[src/rtl/dmc_pkg.sv]
package dmc_pkg;

  // Strobes from the control FSM to the datapath
  typedef struct packed {
    logic fillLine;    // load fetched line, set tag and valid, clear dirty
    logic clearDirty;  // write-back acknowledged
    logic writeWord;   // merge requester word, set dirty
    logic selVictim;   // address backing store from the stored tag
  } dpCtrl_t;

  typedef enum logic [1:0] {
    ST_IDLE  = 2'd0,
    ST_EVICT = 2'd1,
    ST_FILL  = 2'd2
  } ctrlState_t;

endpackage

[src/rtl/dmc_datapath.sv]
module dmc_datapath
  import dmc_pkg::*;
#(
  parameter int WORD_W     = 32,
  parameter int IN_ADDR_W  = 16,
  parameter int MEM_ADDR_W = 10,
  parameter int OFF_W      = 2,
  parameter int IDX_W      = 5
) (
  input  logic                              clk,
  input  logic                              rstN,
  input  logic [IN_ADDR_W-1:0]              reqAddr,
  input  logic [WORD_W-1:0]                 reqWdata,
  input  dpCtrl_t                           dpCtrl,
  input  logic [(WORD_W<<OFF_W)-1:0]        memRline,
  output logic                              hit,
  output logic                              victimDirty,
  output logic [WORD_W-1:0]                 rdWord,
  output logic [MEM_ADDR_W-1:0]             memAddr,
  output logic [(WORD_W<<OFF_W)-1:0]        memWline
);

  localparam int TAG_W  = MEM_ADDR_W - IDX_W - OFF_W;
  localparam int LINES  = 1 << IDX_W;
  localparam int LINE_W = WORD_W << OFF_W;

  logic [MEM_ADDR_W-1:0] wrapAddr;
  logic [TAG_W-1:0]      reqTag;
  logic [IDX_W-1:0]      reqIdx;
  logic [OFF_W-1:0]      reqOff;

  logic [LINE_W-1:0] dataArr [LINES];
  logic [TAG_W-1:0]  tagArr  [LINES];
  logic [LINES-1:0]  validVec;
  logic [LINES-1:0]  dirtyVec;

  logic [LINE_W-1:0] curLine;
  logic [TAG_W-1:0]  curTag;

  // Two's-complement wrap modulo the power-of-two memory size
  assign wrapAddr = MEM_ADDR_W'(reqAddr);
  assign reqTag   = wrapAddr[MEM_ADDR_W-1 -: TAG_W];
  assign reqIdx   = wrapAddr[OFF_W +: IDX_W];
  assign reqOff   = wrapAddr[OFF_W-1:0];

  assign curLine = dataArr[reqIdx];
  assign curTag  = tagArr[reqIdx];

  assign hit         = validVec[reqIdx] && (curTag == reqTag);
  assign victimDirty = validVec[reqIdx] && dirtyVec[reqIdx];
  assign rdWord      = curLine[reqOff*WORD_W +: WORD_W];
  assign memWline    = curLine;
  assign memAddr     = dpCtrl.selVictim ? {curTag, reqIdx, {OFF_W{1'b0}}}
                                        : {reqTag, reqIdx, {OFF_W{1'b0}}};

  // Tag and state bits
  always_ff @(posedge clk) begin
    if (!rstN) begin
      validVec <= '0;
      dirtyVec <= '0;
    end else begin
      if (dpCtrl.fillLine) begin
        validVec[reqIdx] <= 1'b1;
        dirtyVec[reqIdx] <= 1'b0;
      end else if (dpCtrl.clearDirty) begin
        dirtyVec[reqIdx] <= 1'b0;
      end else if (dpCtrl.writeWord) begin
        dirtyVec[reqIdx] <= 1'b1;
      end
    end
  end

  always_ff @(posedge clk) begin
    if (dpCtrl.fillLine) tagArr[reqIdx] <= reqTag;
  end

  // Line storage, no reset needed: guarded by validVec
  always_ff @(posedge clk) begin
    if (dpCtrl.fillLine)
      dataArr[reqIdx] <= memRline;
    else if (dpCtrl.writeWord)
      dataArr[reqIdx][reqOff*WORD_W +: WORD_W] <= reqWdata;
  end

endmodule

[src/rtl/dmc_ctrl.sv]
module dmc_ctrl
  import dmc_pkg::*;
(
  input  logic    clk,
  input  logic    rstN,
  input  logic    reqValid,
  input  logic    reqWrite,
  input  logic    hit,
  input  logic    victimDirty,
  input  logic    memAck,
  output logic    respOk,
  output logic    respWait,
  output logic    memReq,
  output logic    memWe,
  output dpCtrl_t dpCtrl
);

  ctrlState_t state, stateNext;

  always_ff @(posedge clk) begin
    if (!rstN) state <= ST_IDLE;
    else       state <= stateNext;
  end

  always_comb begin
    stateNext = state;
    respOk    = 1'b0;
    respWait  = 1'b0;
    memReq    = 1'b0;
    memWe     = 1'b0;
    dpCtrl    = '0;
    unique case (state)
      ST_IDLE: begin
        if (reqValid) begin
          if (hit) begin
            respOk           = 1'b1;
            dpCtrl.writeWord = reqWrite;
          end else begin
            respWait  = 1'b1;
            stateNext = victimDirty ? ST_EVICT : ST_FILL;
          end
        end
      end
      ST_EVICT: begin
        respWait         = reqValid;
        memReq           = 1'b1;
        memWe            = 1'b1;
        dpCtrl.selVictim = 1'b1;
        if (memAck) begin
          dpCtrl.clearDirty = 1'b1;
          stateNext         = ST_FILL;
        end
      end
      ST_FILL: begin
        respWait = reqValid;
        memReq   = 1'b1;
        if (memAck) begin
          dpCtrl.fillLine = 1'b1;
          stateNext       = ST_IDLE;
        end
      end
      default: stateNext = ST_IDLE;
    endcase
  end

endmodule

[src/rtl/dm_wb_cache.sv]
module dm_wb_cache
  import dmc_pkg::*;
#(
  parameter int WORD_W     = 32,
  parameter int IN_ADDR_W  = 16,
  parameter int MEM_ADDR_W = 10,
  parameter int OFF_W      = 2,
  parameter int IDX_W      = 5
) (
  input  logic                       clk,
  input  logic                       rstN,
  input  logic                       reqValid,
  input  logic                       reqWrite,
  input  logic [IN_ADDR_W-1:0]       reqAddr,
  input  logic [WORD_W-1:0]          reqWdata,
  output logic                       respOk,
  output logic                       respWait,
  output logic [WORD_W-1:0]          respRdata,
  output logic                       memReq,
  output logic                       memWe,
  output logic [MEM_ADDR_W-1:0]      memAddr,
  output logic [(WORD_W<<OFF_W)-1:0] memWline,
  input  logic                       memAck,
  input  logic [(WORD_W<<OFF_W)-1:0] memRline
);

  dpCtrl_t dpCtrl;
  logic    hit;
  logic    victimDirty;

  dmc_ctrl u_ctrl (
    .clk        (clk),
    .rstN       (rstN),
    .reqValid   (reqValid),
    .reqWrite   (reqWrite),
    .hit        (hit),
    .victimDirty(victimDirty),
    .memAck     (memAck),
    .respOk     (respOk),
    .respWait   (respWait),
    .memReq     (memReq),
    .memWe      (memWe),
    .dpCtrl     (dpCtrl)
  );

  dmc_datapath #(
    .WORD_W    (WORD_W),
    .IN_ADDR_W (IN_ADDR_W),
    .MEM_ADDR_W(MEM_ADDR_W),
    .OFF_W     (OFF_W),
    .IDX_W     (IDX_W)
  ) u_dp (
    .clk        (clk),
    .rstN       (rstN),
    .reqAddr    (reqAddr),
    .reqWdata   (reqWdata),
    .dpCtrl     (dpCtrl),
    .memRline   (memRline),
    .hit        (hit),
    .victimDirty(victimDirty),
    .rdWord     (respRdata),
    .memAddr    (memAddr),
    .memWline   (memWline)
  );

endmodule

[config.mk]
export PLATFORM = sky130hd
export DESIGN_NAME = dm_wb_cache
export DESIGN_NICKNAME = d
export VERILOG_FILES = /design/src/rtl/dmc_pkg.sv /design/src/rtl/dmc_datapath.sv /design/src/rtl/dmc_ctrl.sv /design/src/rtl/dm_wb_cache.sv
export SDC_FILE = /design/constraint.sdc
export NUM_CORES = 2
export LEC_CHECK = 0
export BUFFER_PORTS_ARGS = -buffer_cell sky130_fd_sc_hd__clkbuf_2
export CELL_PAD_IN_SITES_DETAIL_PLACEMENT = 1
export CELL_PAD_IN_SITES_GLOBAL_PLACEMENT = 1
export CORE_MARGIN = 1.5
export CORE_UTILIZATION = 50
export CTS_CLUSTER_SIZE = 12
export DETAILED_ROUTE_END_ITERATION = 12
export HOLD_SLACK_MARGIN = 0.12
export MAX_ROUTING_LAYER = met4
export PLACE_DENSITY_LB_ADDON = 0.1
export SYNTH_ARGS = -nofsm -noshare
export SYNTH_HDL_FRONTEND = slang
export SYNTH_HIERARCHICAL = 1
export SYNTH_MEMORY_MAX_BITS = 65536
export SYNTH_SLANG_ARGS = --single-unit
[constraint.sdc]
create_clock -name clk -period 13.79 [get_ports clk]
set_input_delay 2.758 -clock clk [delete_from_list [all_inputs] [get_ports clk]]
set_output_delay 2.758 -clock clk [all_outputs]
set_load 0.01 [all_outputs]
==> flow_summary.yaml <==
run_status:
  status: "finished clean"
clock_tree:
  clk_pin_slew_ns: 0.06
  holdBufCountCts: 0
  cts_buffer_depth: 4
  cts_root_buffer: "clkbuf_16"
  htreeDepth: 5
  cts_tree: "done"
  post_cts_buffers: 0
  clock_latency_ns: 0.98
  cts_sinks: 4258
  cts-resized-gates: 0
  tritoncts.num_buffers: 436
synth:
  ys.flop_type: "edfxtp_1"
  ys_ff_latch: 4258
  synthAdderAreaFrac_pct: 0.0850
  synth_seq_area_share_pct: 78.5
  yosys-top-cells-count: "edfxtp_1, mux4_2, a22oi_1"
  synth.top_cell.area_share_pct: 77.7
  synth_most_common_cell: "edfxtp_1"
  synth_edf_count: 4192
  yosysWarnings: 6
  netlist_area_um2: 162000
  synth_xor_area_share_pct: 0.0162
  synth-async-reset-ratio_pct: 0
  synth-simple-area-share_pct: 1.37
  synth_top_area_cell: "edfxtp_1"
  synth_top_family_by_area: "multiplexers"
  synth-compound-area-share_pct: 3.87
  synth_area_leaders: "edfxtp_1, mux4_2, a22oi_1, dfxtp_1, a22o_1"
  synth_area_per_cell_um2: 22.8
  synth_mux_area_share_pct: 14.8
  syn-instance-count: 7117
  synth_cell_types: 46
floorplan:
  fp.dieH_um: 572
  placementRows: 208
  core-area_um2: 322000
  die_w_um: 572
  num_io_pins: 355
  dieArea_um2: 327000
  initial_core_util_pct: 50.3
setup_path:
  critPathArrivalTime_ns: 7.44
  crit_type: "in2out"
  required_ns: 11.03
  endpoint_kind: "output port"
  worstPathMaxFanout: 61
  startpoint_type: "primary input"
final_layout:
  utilization_pct: 56.9
  final_cells: 12400
  final_nets: 7883
  synthToLayoutAreaGrowth_pct: 13.1
  fill_cells: 26800
  drive_above_1_share_pct: 29.1
route:
  via_per_inst: 6.78
  totalWireLength_um: 522000
  vias: 83700
  wl_per_cell_um: 42.3
  firstDrtPassIters: 6
  drt-initial-drc-count: 11000
  drcViolationCount: 0
  ant_nets: 0
hold_path:
  hold_path_class: "reg2reg"
sta:
  finalCritPeriodShare_pct: 74.0
  setup_viol_count_final: 0
  rsz0062_at_grt: "no"
  layout_min_cycle_time_ns: 10.20
  final.setup.tns_ns: 0
  finalHoldViolations: 0
  fmax_mhz: 98.0
  max_slew_margin_pct: 1.16
  holdWs_ns: 0.466
  tightest_slew_ns: 1.48
  slew_viol_final: 0
  clock_skew_ns: 0.0349
power:
  power_density_nw_per_um2: 147
  ir_drop_mv: 0.131
  power.leakage_nw: 56.7
place:
  dp_hpwl_um: 280000
  gp_congestion: 0.876
  dp.cells: 11600
  portBuffers: 346
global_route:
  grt_max_degree: 108
  grt_pass1_vias: 84600
  grt_pass1_wl_um: 707000
  antenna_found_initial: 43
  grt_usage_pct: 33.0
  overflow: 0
flow_run:
  cap_viol_max_count: 0
-- worst max-delay path, stage by stage --
cell and delay, ns:
buf_8 0.56, buf_4 0.63, mux4_2 0.41, a22oi_1 0.30, nand4_1 0.61, o22ai_1 1.26, nor2_1 0.44, clkbuf_2 0.26
-- logic make-up (layout without fill, tap and decap cells) --
family,after synthesis,in the layout
other cells,1,43
simple gates,447,447
buf+inv,458,1347
mux,1093,1093
xor+xnor,3,3
flops,4258,4258
fa+ha+maj,11,11
compound gates,846,846
-- registers in the layout, indices dropped and copies added, names as in the netlist, named ones only --
name,count
u_dp/tagArr,96
u_dp/dataArr,4096
u_dp/validVec,32
u_ctrl/state,2
-- layout make-up --
type	count	area (um^2)	area share (%)
well taps	4305	5390	2.94
repair buffers	585	3790	2.07
multi-input cells	2402	33700	18.4
clock buffers	587	11700	6.41
inverters	8	30.0	0.0164
diodes	41	103	0.0560
clock inverters	167	1130	0.617
flip-flops and latches	4258	127000	69.5
-- per-stage QoR --
stage / setup WS, ns / power (mW) / area [um^2]
2_1_floorplan: 6.22 / 15.4 / 162000
3_3_place_gp: 3.60 / 16.2 / 170000
3_5_place_dp: 3.44 / 16.3 / 170000
4_1_cts: 3.59 / 27.1 / 183000
5_1_grt: 3.34 / 27.5 / 183000
6_report: 3.59 / 26.9 / 183000
-- where the power goes --
| group | internal (mW) | switching (mW) | total (mW) |
|---|---|---|---|
| clock network | 6.12 | 4.83 | 10.9 |
| logic | 0.472 | 1.19 | 1.66 |
| registers | 14.3 | 0.0169 | 14.3 |
-- final timing paths --
| check | from | end | slack [ns] | cells after the start |
|---|---|---|---|---|
| max reg2reg | u_dp/tagArr[30][2] | u_dp/dataArr[19][31] | 7.32 | 15 |
| min reg2reg | u_dp/validVec[9] | u_dp/validVec[9] | 0.47 | 1 |
| max | reqAddr[3] | respRdata[25] | 3.59 | 8 |
| min | u_dp/validVec[9] | u_dp/validVec[9] | 0.47 | 1 |
-- layer usage --
metal | vias to the layer above | routed length [um] | global-route usage (%)
met1 | 46300 | 199000 | 43.4
met5 | - | 0 | -
met4 | 0 | 24100 | 14.0
met3 | 848 | 51300 | 7.45
met2 | 4586 | 248000 | 50.1
li1 | 31900 | - | -
-- layout by cell type, fill, tap and decap left out, types with 50 or more instances in the layout --
master	synthesis	routed
dfxtp_1	66	66
nor2_1	202	69
nand4_1	128	128
mux4_2	1040	1040
buf_4	61	220
clkbuf_16	0	444
o22ai_1	82	79
clkinv_1	0	86
clkbuf_2	0	344
a22o_1	130	130
clkinv_2	0	52
nor2_4	0	130
edfxtp_1	4192	4192
a22oi_1	515	515
mux2i_1	50	50
clkbuf_1	237	134
Power figures use the tool's default switching activity.
